## config.mk

```make
export PLATFORM = sky130hd
export DESIGN_NAME = sctl_port
export DESIGN_NICKNAME = d
export VERILOG_FILES = /design/src/rtl/sctl_pkg.sv /design/src/rtl/sctl_sync.sv /design/src/rtl/sctl_shifter.sv /design/src/rtl/sctl_regs.sv /design/src/rtl/sctl_port.sv
export SDC_FILE = /design/constraint.sdc
export NUM_CORES = 1
export LEC_CHECK = 0
export BUFFER_PORTS_ARGS = -buffer_cell sky130_fd_sc_hd__buf_2
export CORE_UTILIZATION = 61
export CTS_BUF_LIST = sky130_fd_sc_hd__clkbuf_16
export CTS_CLUSTER_SIZE = 20
export DETAILED_ROUTE_END_ITERATION = 8
export PLACE_DENSITY = 0.83
export SETUP_SLACK_MARGIN = 0.5
export SLEW_MARGIN = 10
export SYNTH_ARGS = -nofsm -noshare
export SYNTH_HDL_FRONTEND = slang
export SYNTH_SLANG_ARGS = --single-unit
```

## constraint.sdc

```tcl
create_clock -name clk -period 2.7 [get_ports clk]
set_clock_uncertainty 0.15 [all_clocks]
set_input_delay 0.135 -clock clk [delete_from_list [all_inputs] [get_ports clk]]
set_output_delay 0.135 -clock clk [all_outputs]
set_load 0.01 [all_outputs]
```

## src/rtl/sctl_pkg.sv

```systemverilog
package sctl_pkg;
    localparam int WORD_W  = 12;
    localparam int GAIN_W  = WORD_W - 1;
    localparam int TEST_W  = 6;
    localparam logic [GAIN_W-1:0] GAIN_UNITY = 11'h400;

    typedef enum logic [1:0] {
        FS_44K1 = 2'b00,
        FS_48K  = 2'b01,
        FS_32K  = 2'b10
    } fs_code_t;

    typedef struct packed {
        logic [TEST_W-1:0] test;
        logic              upd;
        logic              boost;
        logic              sel1;
        logic              sel2;
        logic              en;
    } flags_t;

    function automatic fs_code_t fs_decode(input logic s1, input logic s2);
        if (s1 && s2)      return FS_32K;
        else if (s1)       return FS_48K;
        else               return FS_44K1;
    endfunction
endpackage

```

## src/rtl/sctl_sync.sv

```systemverilog
module sctl_sync #(
    parameter int W      = 1,
    parameter int STAGES = 2
) (
    input  logic         clk,
    input  logic         rst_n,
    input  logic [W-1:0] d,
    output logic [W-1:0] q
);
    logic [STAGES-1:0][W-1:0] stg;

    always_ff @(posedge clk or negedge rst_n) begin
        if (!rst_n) begin
            stg <= '0;
        end else begin
            stg[0] <= d;
            for (int i = 1; i < STAGES; i++) stg[i] <= stg[i-1];
        end
    end

    assign q = stg[STAGES-1];
endmodule

```

## src/rtl/sctl_shifter.sv

```systemverilog
module sctl_shifter #(
    parameter int WORD_W = 12
) (
    input  logic              clk,
    input  logic              rst_n,
    input  logic              sclk_s,
    input  logic              slatch_s,
    input  logic              sdat_s,
    output logic              w_vld,
    output logic [WORD_W-1:0] w_word
);
    localparam int CNT_W = $clog2(WORD_W + 1);

    typedef enum logic [1:0] {SH_IDLE, SH_FILL, SH_FULL} sh_state_t;

    sh_state_t         state, nstate;
    logic [CNT_W-1:0]  cnt;
    logic [WORD_W-1:0] shreg;
    logic              sclk_q, slatch_q;
    logic              sclk_rise, latch_rise;
    sh_state_t         after_first;

    assign sclk_rise   = sclk_s & ~sclk_q;
    assign latch_rise  = slatch_s & ~slatch_q;
    assign after_first = (WORD_W == 1) ? SH_FULL : SH_FILL;

    always_comb begin
        nstate = state;
        unique case (state)
            SH_IDLE: if (sclk_rise) nstate = after_first;
            SH_FILL: begin
                if (latch_rise)
                    nstate = sclk_rise ? after_first : SH_IDLE;
                else if (sclk_rise && cnt == CNT_W'(WORD_W - 1))
                    nstate = SH_FULL;
            end
            SH_FULL: if (latch_rise) nstate = sclk_rise ? after_first : SH_IDLE;
            default: nstate = SH_IDLE;
        endcase
    end

    always_ff @(posedge clk or negedge rst_n) begin
        if (!rst_n) state <= SH_IDLE;
        else        state <= nstate;
    end

    always_ff @(posedge clk or negedge rst_n) begin
        if (!rst_n) begin
            sclk_q   <= 1'b0;
            slatch_q <= 1'b0;
            shreg    <= '0;
            cnt      <= '0;
            w_vld    <= 1'b0;
            w_word   <= '0;
        end else begin
            sclk_q   <= sclk_s;
            slatch_q <= slatch_s;
            if (sclk_rise) shreg <= {shreg[WORD_W-2:0], sdat_s};
            if (latch_rise)
                cnt <= sclk_rise ? CNT_W'(1) : '0;
            else if (sclk_rise && cnt != CNT_W'(WORD_W))
                cnt <= cnt + CNT_W'(1);
            w_vld <= latch_rise && (state == SH_FULL);
            if (latch_rise && state == SH_FULL) w_word <= shreg;
        end
    end
endmodule

```

## src/rtl/sctl_regs.sv

```systemverilog
module sctl_regs
    import sctl_pkg::*;
(
    input  logic              clk,
    input  logic              rst_n,
    input  logic              w_vld,
    input  logic [WORD_W-1:0] w_word,
    output logic [GAIN_W-1:0] st_gain,
    output flags_t            st_flags
);
    always_ff @(posedge clk or negedge rst_n) begin
        if (!rst_n) begin
            st_gain  <= GAIN_UNITY;
            st_flags <= '0;
        end else if (w_vld) begin
            if (w_word[WORD_W-1]) st_flags <= flags_t'(w_word[GAIN_W-1:0]);
            else                  st_gain  <= w_word[GAIN_W-1:0];
        end
    end
endmodule

```

## src/rtl/sctl_port.sv

```systemverilog
module sctl_port
    import sctl_pkg::*;
#(
    parameter int SYNC_STAGES = 2
) (
    input  logic        clk,
    input  logic        rst_n,
    input  logic        reg_mode,
    input  logic        ser_clk,
    input  logic        ser_dat,
    input  logic        ser_latch,
    input  logic        pin_deemph_en,
    input  logic        pin_rate_sel1,
    input  logic        pin_rate_sel2,
    output logic [10:0] gain_code,
    output logic        gain_boost,
    output logic        rate_upd_mode,
    output logic        deemph_en,
    output logic [1:0]  deemph_fs,
    output logic [5:0]  test_flags,
    output logic        rate_chg
);
    localparam int NSYNC = 7;

    logic [NSYNC-1:0]  sync_q;
    logic              mode_s, pen_s, psel1_s, psel2_s, sclk_s, slatch_s, sdat_s;
    logic              w_vld;
    logic [WORD_W-1:0] w_word;
    logic [GAIN_W-1:0] st_gain;
    flags_t            st_flags;
    flags_t            eff;
    fs_code_t          fs_eff, fs_prev;

    sctl_sync #(.W(NSYNC), .STAGES(SYNC_STAGES)) u_sync (
        .clk   (clk),
        .rst_n (rst_n),
        .d     ({reg_mode, pin_deemph_en, pin_rate_sel1, pin_rate_sel2,
                 ser_clk, ser_latch, ser_dat}),
        .q     (sync_q)
    );
    assign {mode_s, pen_s, psel1_s, psel2_s, sclk_s, slatch_s, sdat_s} = sync_q;

    sctl_shifter #(.WORD_W(WORD_W)) u_shift (
        .clk      (clk),
        .rst_n    (rst_n),
        .sclk_s   (sclk_s),
        .slatch_s (slatch_s),
        .sdat_s   (sdat_s),
        .w_vld    (w_vld),
        .w_word   (w_word)
    );

    sctl_regs u_regs (
        .clk      (clk),
        .rst_n    (rst_n),
        .w_vld    (w_vld),
        .w_word   (w_word),
        .st_gain  (st_gain),
        .st_flags (st_flags)
    );

    always_comb begin
        if (mode_s) begin
            eff       = st_flags;
            gain_code = st_gain;
        end else begin
            eff       = '0;
            eff.en    = pen_s;
            eff.sel1  = psel1_s;
            eff.sel2  = psel2_s;
            gain_code = GAIN_UNITY;
        end
        fs_eff = fs_decode(eff.sel1, eff.sel2);
    end

    assign gain_boost    = eff.boost;
    assign rate_upd_mode = eff.upd;
    assign deemph_en     = eff.en;
    assign test_flags    = eff.test;
    assign deemph_fs     = fs_eff;

    always_ff @(posedge clk or negedge rst_n) begin
        if (!rst_n) begin
            fs_prev  <= FS_44K1;
            rate_chg <= 1'b0;
        end else begin
            fs_prev  <= fs_eff;
            rate_chg <= (fs_eff != fs_prev);
        end
    end
endmodule

```

==> results.md <==
- Status: completed
- Max Cap Violations: 0
- DIE HEIGHT: 69.56 um
- Layout overhead on the synthesized area: 20.76%
- Final Net Count: 266
- Portion of synthesized cell area occupied by the leading cell type: 0.6382
- Sequential cell area fraction in the yosys report: 0.6476
- Launching point of the worst reg2reg path: u_shift.slatch_q
- Number of standard cells in the final layout excluding fillers: 312
- Footprint of the flip-flops and latches: 1804 um2
- Maximum fanout encountered on the critical timing path: 22
- Number of nets in the synthesized netlist: 222
- Drt first pass iters: 4
- Clock-pin slew on the worst setup and hold paths: 0.05 ns
- Count of port buffers added during placement: 31
- Die footprint: 4838 um2
- Maximum clock insertion buffer count: 2
- Highest achievable clock rate: 516.1 MHz
- Ys flop type: sky130_fd_sc_hd__dfrtp_1
- Fraction of synthesis flops using an asynchronous set or reset pin: 1.000
- Vias in the first global route: 1818
- Final-layout fill cell count: 281
- Unrepaired setup endpoints after global routing: no
- Worst-margin pin slew: 0.8542 ns
- Total detailed-routing wirelength: 4950 um
- Number of antenna violations at the first check in global routing: 0
- Post-placement worst setup slack: 0.8959 ns
- Width of the die: 69.56 um
- Floorplan core area: 4384 um2
- Type of destination of the critical path: output port
- Final number of hold-violating endpoints: 0
- Distinct cells, synth: 31
- DRC viols: 0
- Number of core rows: 24
- Launch instance of the worst min-delay path: u_sync.stg[5]
- Top cell type by total area after synthesis: sky130_fd_sc_hd__dfrtp_1
- Initial core utilization: 0.6350
- Arrival time of data at the critical path endpoint: 1.65 ns
- Post-DP HPWL: 2994 um
- Setup-violating endpoint count in the final report: 0
- Iteration-0 DRC Markers: 121
- Post-synth EDFFs: 0
- Multi-input gate area: 925.9 um2
- Clock latency on the worst-skew pair: 0.32 ns
- Final total power: 2.508 mW
- Startpoint kind of the worst setup timing path: flop
- Antenna-violating nets left: 0
- Layout cell share with drive strength beyond 1: 0.2000
- Cts bufs inserted: 9
- Wire length of the first global-routing pass: 8776 um
- Slew Limit Fails: 0
- Syn Std Cell Area: 2784 um2
- Root Buffer Master: sky130_fd_sc_hd__clkbuf_16
- Max_slew headroom: 0.4305
- Main area contributors after synthesis: sky130_fd_sc_hd__dfrtp_1 64%, sky130_fd_sc_hd__mux2_1 13%, sky130_fd_sc_hd__nand2_1 5.3%
- Maximum vdd drop: 0.6007 mV
- Part of the cycle the worst path needs: 0.7176
- Setup_tns: 0 ns
- Syn_area_per_cell: 13.19 um2
- Minimum setup slack in the final design: 0.7625 ns
- # clock sinks: 72
- Syn Inst Count: 211
- Total number of yosys warnings: 0
- Worst hold-check path type: flop to flop
- N_diodes: 0
- Vias post-DR: 1710
- Vias per cell: 5.481
- Data required, critical path: 2.41 ns
- Detailed-route wire length per cell: 15.87 um
- Final weighted congestion in routability-driven placement: 0.7742
- Overall Global Routing Usage: 0.2413
- Total number of H-tree levels: 3
- Reg2Reg Setup Slack: 0.92 ns
- Power density cells: 746.1 nW/um2
- Clock tree from TritonCTS: done
- Startpoint of the worst setup timing path: u_sync.q[6]
- Maximum number of pins on one net before global-route repair: 73
- Post-CTS setup repair buffer count: 0
- Num ports: 32
- Synth Register Bits: 72
- Shortest clock period the worst path allows after layout: 1.937 ns
- Number of placed cells counting well taps: 288
- Kind of critical path: flop to output port
- Total congestion overflow after global routing: 0
- Leakage power of the design: 1.799 nW
## cells by family (layout without fill, tap and decap cells)
kind of cell    after synthesis  after routing  synth area share
simple gates                 77             77            0.1416
flops                        72             72            0.6476
mux                          37             37            0.1488
compound gates               11             11           0.02967
buf+inv                      11             60           0.01977
fa+ha+maj                     3              3           0.01258
## final timing paths
path | end | cells past startpoint
worst max-delay path | deemph_fs[0] | 3
worst min-delay path | u_sync.q[5] | 0
worst max register to register | u_shift.w_word[2] | 3
worst min register to register | u_sync.q[5] | 0
max in group asynchronous | u_sync.q[6] | 3
min in group asynchronous | u_regs.st_gain[6] | 3
## metrics by stage
step | hold WS, ns | cell area (um2) | util
2_1_floorplan | -0.3106 | 2784 | -
3_3_place_gp | 0.09348 | 2975 | 0.6787
3_5_place_dp | 0.09458 | 2975 | 0.6787
4_1_cts | 0.1984 | 3361 | 0.7666
5_1_grt | 0.2074 | 3362 | 0.7668
6_report | 0.1989 | 3362 | 0.7668
## routing by layer
layer	up-vias	global-route usage	share of wire
met4	0	0.1451	0.029
met3	11	0.05233	0.027
met2	39	0.3905	0.52
met1	859	0.2990	0.43
met5	-	0	0
li1	801	-	-
## timing repair
action                                  in CTS  in global routing
gates resized for setup                      0                  1
endpoints found under the setup margin       0                  1
endpoints found under the hold margin       78                  0
hold buffers                                 8                  0
## registers in the layout (all words and copies together), names as in the netlist, 2 cells and up
signal / count
u_regs.st_gain: 11
u_shift.w_word: 12
u_shift.state: 2
u_regs.st_flags: 11
fs_prev: 2
u_sync.q: 7
u_shift.shreg: 12
u_shift.cnt: 4
u_sync.stg: 7
## cell usage after synthesis (2+ instances only)
master / number
sky130_fd_sc_hd__nand2b_4: 2
sky130_fd_sc_hd__inv_1: 3
sky130_fd_sc_hd__o21ai_1: 2
sky130_fd_sc_hd__nor2b_1: 4
sky130_fd_sc_hd__mux2i_1: 2
sky130_fd_sc_hd__nand2b_1: 3
sky130_fd_sc_hd__clkbuf_1: 2
sky130_fd_sc_hd__and2_1: 18
sky130_fd_sc_hd__dfrtp_1: 71
sky130_fd_sc_hd__o311ai_1: 2
sky130_fd_sc_hd__buf_2: 5
sky130_fd_sc_hd__ha_1: 2
sky130_fd_sc_hd__nor2_1: 2
sky130_fd_sc_hd__nand3_1: 3
sky130_fd_sc_hd__mux2_1: 33
sky130_fd_sc_hd__o41ai_1: 2
sky130_fd_sc_hd__mux2_2: 2
sky130_fd_sc_hd__nand2_1: 39
sky130_fd_sc_hd__a21oi_1: 2
## critical path: stages (launching register included)
cell                      delay, ns
sky130_fd_sc_hd__dfrtp_2       0.56
sky130_fd_sc_hd__mux2i_1       0.35
sky130_fd_sc_hd__nor2b_1       0.25
sky130_fd_sc_hd__buf_2         0.17
## layout make-up
cell class | instances | share of cell area
Clock buffer | 9 | 0.06699
Clock inverter | 7 | 0.02382
Inverter | 3 | 0.003349
Multi-Input combinational cell | 128 | 0.2754
Sequential cell | 72 | 0.5367
Tap cell | 52 | 0.01935
Timing Repair Buffer | 41 | 0.07443
## placed cells by master, fill, tap and decap left out, types with 3 or more instances in the layout
master                           n
sky130_fd_sc_hd__buf_2          31
sky130_fd_sc_hd__nand2b_1        3
sky130_fd_sc_hd__nor2b_1         4
sky130_fd_sc_hd__nand3_1         3
sky130_fd_sc_hd__dlygate4sd3_1   8
sky130_fd_sc_hd__mux2_1         33
sky130_fd_sc_hd__nand2_1        39
sky130_fd_sc_hd__dfrtp_1        70
sky130_fd_sc_hd__inv_1           6
sky130_fd_sc_hd__and2_1         18
sky130_fd_sc_hd__clkbuf_16       9
## power by group
part           internal [mW]  leakage [nW]  total [mW]  switching, mW
clock                  0.793         0.161        1.20          0.409
sequential              1.14         0.949        1.19         0.0502
combinational         0.0494         0.689       0.119         0.0696
Note: power is estimated with default switching activity, not from simulation.
